--- src/rtl/dbg_regbank_pkg.sv ---
package dbg_regbank_pkg;
  localparam int BYTE_W   = 8;
  localparam int CMP_W    = 16;
  localparam int NUM_CMP  = 2;
  localparam int BPC      = CMP_W / BYTE_W;   // bytes per comparator
  localparam int NSLOT    = NUM_CMP * BPC;    // comparator byte slots
  localparam int ADDR_W   = 4;
  localparam int FRC_ADDR = NSLOT;            // control register follows the slots
  localparam int FRC_BIT  = 0;

  // slot index of byte k (0 = most significant) of comparator c
  function automatic int slot_of(input int c, input int k);
    return c * BPC + k;
  endfunction

  function automatic logic is_frc(input logic [ADDR_W-1:0] a);
    return a == ADDR_W'(FRC_ADDR);
  endfunction

  function automatic logic frc_set(input logic [BYTE_W-1:0] d);
    return d[FRC_BIT];
  endfunction
endpackage

--- src/rtl/dbg_addr_decode.sv ---
module dbg_addr_decode #(
  parameter int AW  = 4,
  parameter int NS  = 4,
  parameter int FRC = 4
) (
  input  logic [AW-1:0] addr,
  output logic [NS-1:0] slot_hit,
  output logic          frc_hit
);
  always_comb begin
    for (int s = 0; s < NS; s++) begin
      slot_hit[s] = (addr == AW'(s));
    end
    frc_hit = (addr == AW'(FRC));
  end
endmodule

--- src/rtl/dbg_cmp_bank.sv ---
module dbg_cmp_bank #(
  parameter int BW = 8,
  parameter int NS = 4
) (
  input  logic                 clk,
  input  logic                 rst_n,
  input  logic [NS-1:0]        wr_en,
  input  logic [BW-1:0]        wdata,
  output logic [NS-1:0][BW-1:0] q
);
  for (genvar g = 0; g < NS; g++) begin : g_slot
    logic [BW-1:0] r;
    always_ff @(posedge clk) begin
      if (!rst_n)        r <= '0;
      else if (wr_en[g]) r <= wdata;
    end
    assign q[g] = r;
  end
endmodule

--- src/rtl/dbg_force_rst.sv ---
module dbg_force_rst
  import dbg_regbank_pkg::*;
(
  input  logic              clk,
  input  logic              rst_n,
  input  logic              wr,
  input  logic [ADDR_W-1:0] addr,
  input  logic [BYTE_W-1:0] wdata,
  output logic              fire,
  output logic              req
);
  assign fire = wr && is_frc(addr) && frc_set(wdata);

  always_ff @(posedge clk) begin
    if (!rst_n) req <= 1'b0;
    else        req <= fire;
  end
endmodule

--- src/rtl/dbg_regbank.sv ---
module dbg_regbank
  import dbg_regbank_pkg::*;
(
  input  logic              clk,
  input  logic              rst_n,
  input  logic [ADDR_W-1:0] bus_addr,
  input  logic              bus_wr,
  input  logic [BYTE_W-1:0] bus_wdata,
  output logic [BYTE_W-1:0] bus_rdata,
  input  logic [ADDR_W-1:0] dbg_addr,
  input  logic              dbg_wr,
  input  logic [BYTE_W-1:0] dbg_wdata,
  input  logic              arm_i,
  output logic [CMP_W-1:0]  cmp_a,
  output logic [CMP_W-1:0]  cmp_b,
  output logic              sys_rst_req
);
  logic [NSLOT-1:0]             slot_hit;
  logic                         bus_frc_hit;
  logic [NSLOT-1:0]             slot_wr;
  logic [NSLOT-1:0][BYTE_W-1:0] slots;

  // named events for the checker
  logic bus_cmp_wr_ok;
  logic bus_frc_wr;
  logic dbg_frc_fire;

  dbg_addr_decode #(.AW(ADDR_W), .NS(NSLOT), .FRC(FRC_ADDR)) u_dec (
    .addr     (bus_addr),
    .slot_hit (slot_hit),
    .frc_hit  (bus_frc_hit)
  );

  assign bus_cmp_wr_ok = bus_wr && !arm_i;
  assign bus_frc_wr    = bus_wr && bus_frc_hit;
  assign slot_wr       = slot_hit & {NSLOT{bus_cmp_wr_ok}};

  dbg_cmp_bank #(.BW(BYTE_W), .NS(NSLOT)) u_bank (
    .clk   (clk),
    .rst_n (rst_n),
    .wr_en (slot_wr),
    .wdata (bus_wdata),
    .q     (slots)
  );

  // only the privileged path reaches the control register
  dbg_force_rst u_frc (
    .clk   (clk),
    .rst_n (rst_n),
    .wr    (dbg_wr),
    .addr  (dbg_addr),
    .wdata (dbg_wdata),
    .fire  (dbg_frc_fire),
    .req   (sys_rst_req)
  );

  // read mux: control register, reserved bits and unmapped space give zero
  always_comb begin
    bus_rdata = '0;
    for (int s = 0; s < NSLOT; s++) begin
      if (slot_hit[s]) bus_rdata = slots[s];
    end
  end

  for (genvar k = 0; k < BPC; k++) begin : g_out
    assign cmp_a[CMP_W-1-k*BYTE_W -: BYTE_W] = slots[slot_of(0, k)];
    assign cmp_b[CMP_W-1-k*BYTE_W -: BYTE_W] = slots[slot_of(1, k)];
  end
endmodule

--- config.mk ---
export PLATFORM = sky130hd
export DESIGN_NAME = dbg_regbank
export DESIGN_NICKNAME = d
export VERILOG_FILES = /design/src/rtl/dbg_regbank_pkg.sv /design/src/rtl/dbg_addr_decode.sv /design/src/rtl/dbg_cmp_bank.sv /design/src/rtl/dbg_force_rst.sv /design/src/rtl/dbg_regbank.sv
export SDC_FILE = /design/constraint.sdc
export NUM_CORES = 1
export LEC_CHECK = 0
export BUFFER_PORTS_ARGS = -buffer_cell sky130_fd_sc_hd__buf_2
export CORE_MARGIN = 2
export CORE_UTILIZATION = 46
export DETAILED_ROUTE_END_ITERATION = 8
export GPL_TIMING_DRIVEN = 0
export PLACE_DENSITY = 0.79
export SYNTH_ARGS = -nofsm -noshare
export SYNTH_HDL_FRONTEND = slang
export SYNTH_SLANG_ARGS = --single-unit
--- constraint.sdc ---
create_clock -name clk -period 2.47 [get_ports clk]
set_clock_uncertainty 0.05 [all_clocks]
set_input_delay 0.247 -clock clk [delete_from_list [all_inputs] [get_ports clk]]
set_output_delay 0.247 -clock clk [all_outputs]
set_load 0.02 [all_outputs]
==> impl_results.md, run 1 <==
- Crit Path Category: flip-flop to output pin
- Max Clock Freq: around 550 MHz
- VDD IR max: 0.543 mV
- Clk Latency, worst-skew pair: around 340 ps
- CP Capture Type: output pin
- Hold worst-path end: u_bank.g_slot[0].r[5]$_SDFFE_PN0P_
- Nets: between 200 and 250
- Worst path required time: approximately 2200 ps
- Hold Fails Final Rpt: 0
- First-pass GRT wire length: 5.46 mm
- GRT Overall Usage: roughly a fifth
- Share of post-route cells with drive strength above 1: 36.3%
- Cell Pwr Density: roughly 530 nW/um^2
- Setup ws final: around 670 ps
- CTS Buffer Depth: 2
- Drt via density: a little over 5
- Unrepaired setup endpoints after global routing: false
- Post-CTS Setup Inserts: 0
- Fin Setup TNS: 0 ps
- Max Cap Viol: 0
- Initial core utilization: 49.4%
- Startpoint types: flip-flop
- Register bit total from synthesis: 33
- Final worst path period share: 73.0%
- Static Leak: 1.09 nW
- Hold depth: 3
- Die Height: just over 60 um
- Start point of the worst hold path: bus_wdata[5]
- Worst EP arrival: 1510 ps
- YS warnings: 0
- Cell Chain, Critical Path: mux4_1 -> nor2b_1 -> buf_2
- Synth Net Count: between 150 and 200
- # resized after CTS: 0
- Core Util, Final: 64.4%
- TritonCTS clock tree: built
- DRT Pass-1 Iters: 4
- Number of buffers added on ports: slightly above 60
- FILL cells: 292
- Place WS: between 700 and 800 ps
- Crit path largest cell delay: approximately 500 ps
- Area added between synthesis and finish: 30.3%
- Post-Synthesis Cell Area: 1530 um^2
- Critical path's slowest cell: mux4_1
- Worst-path clk slew: about 100 ps
- Buf/Inv on CP: 1
- Hpwl dp: 2.54 mm
- Minimum clock period: 1800 ps
- Max-slew violations: 0
- Cts hold-fix bufs: 2
- Slew margin rel.: 63.4%
- Vias: around 1.3k
- Num ports: 70
- Die W: around 62 um
- H-tree levels: 2
- Tightest Pin Transition: 550 ps
- Worst reg2reg path endpoint: u_bank.g_slot[1].r[4]$_SDFFE_PN0P_
- Worst reg2reg setup slack: about 1800 ps
- Netlist cell types: 17
- Synth top area share: 43.1%
- Worst-case reg-to-reg path depth: 2
- Cells after Synth: between 100 and 150
- Status: finished, final reports clean
- Vias in the first global route: around 1.1k
- Final setup violation count: 0
- Area contributors post-synth: dfxtp_1 (43%), mux2i_1 (21%), mux4_1 (12%)
- Routed len/inst: approximately 15 um
- Die area: between 3000 and 4000 um^2
- Seq/Total Area, Yosys: 43.1%
- Reg-to-reg startpoint: u_bank.g_slot[1].r[4]$_SDFFE_PN0P_
- Max Fanout on Critical Path: 3
- Gp weighted congestion: about 0.74
- Num Clock Sinks: 33
- Antenna diodes: 0
- Remaining global-route overflow: 0
- Final WL: roughly 3.7 mm
- First DRT Iteration DRCs: 40
- HP Class: input port to flip-flop
- Cts bufs inserted: 5
- DRC violations left: 0
- Cell Rows: 20
- Delay-heaviest family, CP: multiplexers
- Pin count of the biggest net entering global routing: 11
- Total core area: ~3100 um^2
- Syn_area_per_cell: between 10 and 15 um^2
- Initial antenna violation count: 0
- Yosys top cell by area: dfxtp_1
- Clock tree root driver cell: clkbuf_4
- Final ANT Viol Nets: 0
[cell usage after synthesis]
cell type,n
nand2_1,40
dfxtp_1,33
mux2i_1,32
nor2b_1,8
mux4_1,7
clkbuf_1,6
buf_6,4
nand3b_1,2
and3_1,1
buf_2,1
mux4_2,1
nand2_2,1
nand4_1,1
nor2_1,1
nor4_1,1
nor4b_4,1
or2_2,1
[worst register-to-register path, cell delays in order (launching register included)]
cell and delay (ps):
dfxtp_1 360, nand2_1 60, mux2i_1 150
[per-layer routing]
metal  part of all wire, %  vias to the layer above  track usage [%]
li1                      -                      629                -
met1                    47                      615             27.5
met2                    45                       45             31.4
met3                   6.6                        7             7.04
met4                   1.4                        0             9.42
met5                     0                        -                0
[registers in the layout (all words and copies together) (netlist names)]
name and flops:
u_bank.g_slot.r 32, u_frc.req 1
[logic make-up (layout without fill, tap and decap cells)]
family	count (synthesis)	count (layout)	synth area share (%)
flip-flops	33	33	43.1
AND/OR/NAND/NOR	57	57	17.9
multiplexers	40	40	34.3
buffers and inverters	11	82	4.73
[worst max-delay path by stage]
| stage | startpoint | endpoint | depth (start not counted) |
|---|---|---|---|
| floorplan | bus_addr[0] | bus_rdata[1] | 3 |
| global placement | bus_addr[0] | bus_rdata[1] | 5 |
| detailed placement | bus_addr[0] | bus_rdata[1] | 5 |
| CTS | u_bank.g_slot[1].r[1]$_SDFFE_PN0P_ | bus_rdata[1] | 3 |
| global route | u_bank.g_slot[1].r[1]$_SDFFE_PN0P_ | bus_rdata[1] | 3 |
| finish | u_bank.g_slot[1].r[1]$_SDFFE_PN0P_ | bus_rdata[1] | 3 |
[placed cells by master (no fill, tap or decap)]
master and n:
clkbuf_1 7, nor4_1 1, bufinv_16 1, or2_2 1
nor4b_4 1, mux2i_1 32, buf_6 4, nor2b_1 8
buf_2 62, mux4_2 1, nand3b_1 2, and3_1 1
clkbuf_4 5, nand2_1 40, nand2_2 1, nand4_1 1
dlygate4sd3_1 2, mux4_1 7, nor2_1 1, dfxtp_1 33
clkbuf_8 1
[report_power, final]
part,internal [W],switching [W],total [W]
clock,0.000242,0.000186,0.000428
combinational,0.0000350,0.0000491,0.0000842
sequential,0.000536,0.00000264,0.000538
[metrics by stage]
stage | hold WS [ps] | area, um^2 | instances | total power, W
CTS | 172 | 2000 | 256 | 0.00106
global placement | 360 | 1890 | 246 | 0.000632
floorplan | 273 | 1530 | 141 | 0.000597
detailed placement | 360 | 1890 | 246 | 0.000633
global route | 167 | 2000 | 256 | 0.00109
finish | 175 | 2000 | 256 | 0.00105
[final cells by class]
type	count	area (um^2)	area share, %
plain buffers	11	72.6	3.63
clock buffers	7	55.1	2.75
clock inverters	1	30.0	1.50
multi-input cells	97	801	40.1
flip-flops and latches	33	661	33.0
well taps	44	55.1	2.75
repair buffers	63	325	16.3
(Power assumes the default switching activity.)
==> inputs of run 2 (changes only) <==
CORE_UTILIZATION = 42   (was 46)
PLACE_DENSITY = 0.76   (was 0.79)
clock period = 1.6 ns   (was 2.47 ns; I/O delays follow)
==> run 2 against run 1 <==
The run now ends with setup timing left. Critical path depth did not move. Setup slack lost 720 ps. Critical path type unchanged. Utilization is 1.6 points higher. Clock-buffer cell count stayed put. Non-clock buffer count rose by 24. Critical endpoint is now bus_rdata[7].
==> impl_results.md, run 2 (synthesis gave the netlist of run 1 again) <==
- Status: finished with violations (was finished, final reports clean)
- Violations in the final reports: setup timing
- CTS Buffer Depth: 2 (unchanged)
- Core Util, Final: 66.0% (was 64.4%)
- Hpwl dp: 2.68 mm (was 2.54 mm)
- Max Fanout on Critical Path: 2 (was 3)
- Total power: 0.00151 W (was 0.00105 W)
- Hold Fails Final Rpt: 0 (unchanged)
- Initial core utilization: 44.9% (was 49.4%)
- Initial antenna violation count: 0 (unchanged)
- Die Height: 64.4 um (was 61.7 um)
- CP Capture Type: output pin (unchanged)
- Number of buffers added on ports: 61 (unchanged)
- Fin cells: 282 (was 256)
- Most frequent cells in the layout: buf_2 (54), nand2_1 (40), mux2i_1 (32) (was buf_2 (62), nand2_1 (40), dfxtp_1 (33))
- Share of post-route cells with drive strength above 1: 61.0% (was 36.3%)
- Fin Setup TNS: -323 ps (was 0 ps)
- VDD IR max: 0.450 mV (was 0.543 mV)
- Pin count of the biggest net entering global routing: 11 (unchanged)
- Max Clock Freq: between 600 and 700 MHz
- Tightest Pin Transition: 850 ps (was 550 ps)
- Clock tree root driver cell: clkbuf_4 (unchanged)
- Slew margin rel.: 43.4% (was 63.4%)
- Crit Path Category: flip-flop to output pin (unchanged)
- Final WL: 4.32 mm (was 3.72 mm)
- Static Leak: 1.19 nW (was 1.09 nW)
- Vias in the first global route: 1,417 (was 1,133)
- Remaining global-route overflow: 0 (unchanged)
- Final setup violation count: 8 (was 0)
- TritonCTS clock tree: built (unchanged)
- Total core area: 3420 um^2 (was 3100 um^2)
- First-pass GRT wire length: 6.90 mm (was 5.46 mm)
- Cell Pwr Density: 671 nW/um^2 (was 525 nW/um^2)
- HP Class: input port to flip-flop (unchanged)
- Routed len/inst: 15.3 um (was 14.5 um)
- Clk Latency, worst-skew pair: 340 ps (about the same)
- Num ports: 70 (unchanged)
- Regs by FF count: u_bank.g_slot.r: 32 flops, u_frc.req: 1 flops (unchanged)
- Unrepaired setup endpoints after global routing: true (was false)
- Drt via density: 5.04 (was 5.06)
- Largest register by flop count: u_bank.g_slot.r (unchanged)
- Largest register FFs: 32 (unchanged)
- Worst EP arrival: 1440 ps (was 1510 ps)
- Minimum clock period: approximately 1700 ps
- Worst-path clk slew: 100 ps (about the same)
- Nets: 264 (was 240)
- Commonest non-fill, non-tap cell in the layout: buf_2 (unchanged)
- Num Clock Sinks: 33 (unchanged)
- Worst path required time: 1390 ps (was 2170 ps)
- Antenna diodes: 0 (unchanged)
- Cts bufs inserted: 5 (unchanged)
- Startpoint types: flip-flop (unchanged)
- Die W: 64.4 um (was 61.7 um)
- Final ANT Viol Nets: 0 (unchanged)
- Inst Count DP: 248 (was 246)
- DRT Pass-1 Iters: 6 (was 4)
- Max-slew violations: 0 (unchanged)
- GRT Overall Usage: 22.0% (was 21.0%)
- First DRT Iteration DRCs: 88 (was 40)
- DRC violations left: 0 (unchanged)
- Die area: 4150 um^2 (was 3810 um^2)
- Final worst path period share: 103%
- Vias: 1,420 (was 1,296)
- Area added between synthesis and finish: 47.0% (was 30.3%)
- Max Cap Viol: 0 (unchanged)
- Setup ws final: -52.3 ps (was 667 ps)
- Gp weighted congestion: 0.741 (was 0.742)
- H-tree levels: 2 (unchanged)
- Cell Rows: 21 (was 20)
run 2: timing repair:
| action | CTS | global route |
|---|---|---|
| gates resized for setup | 47 | 11 |
| setup endpoints to repair | 8 | 8 |
| buffers inserted | 22 | 2 |
| endpoints found under the hold margin | 1 | 0 |
| hold buffers | 2 | 0 |
run 2: cell type report:
type                       count  area [um^2]
clock buffer                   7         65.1
sequential                    33          698
timing repair buffer          87          544
buffer                        11         72.6
fill                         291         1160
tap                           46         57.6
multi-input combinational     97          812
clock inverter                 1         5.00
run 2: critical path: stages (launching register included):
cell and delay (ps):
dfxtp_2 330, mux4_2 440, nor2b_1 140, buf_4 190
run 2: through the flow:
| step | setup slack [ps] | hold slack [ps] | cell area [um^2] |
|---|---|---|---|
| floorplan | 332 | 186 | 1530 |
| global placement | 43.4 | 275 | 1900 |
| detailed placement | 48.6 | 277 | 1900 |
| CTS | -60.8 | 90.2 | 2190 |
| global route | -111 | 84.2 | 2250 |
| finish | -52.3 | 90.4 | 2250 |
run 2: per-layer routing:
layer	track usage (%)	up-vias	share of wire, %
li1	-	672	-
met1	27.5	677	43
met2	36.1	64	48
met3	6.42	7	7.6
met4	7.98	0	1.6
met5	0	-	0
run 2: final timing paths:
kind	slack [ps]	endpoint	cells past startpoint	startpoint
worst max-delay path	-50	bus_rdata[7]	3	u_bank.g_slot[3].r[7]$_SDFFE_PN0P_
worst min-delay path	90	u_bank.g_slot[1].r[5]$_SDFFE_PN0P_	3	bus_wdata[5]
worst max register to register	710	u_bank.g_slot[2].r[6]$_SDFFE_PN0P_	4	u_bank.g_slot[2].r[6]$_SDFFE_PN0P_
worst min register to register	420	u_bank.g_slot[2].r[1]$_SDFFE_PN0P_	2	u_bank.g_slot[2].r[1]$_SDFFE_PN0P_
run 2: report_power, final:
group	internal [W]	switching, W	total (W)	leakage, nW
clock	0.000254	0.000282	0.000536	0.0413
combinational	0.0000609	0.0000858	0.000147	0.864
sequential	0.000827	0.00000353	0.000831	0.281
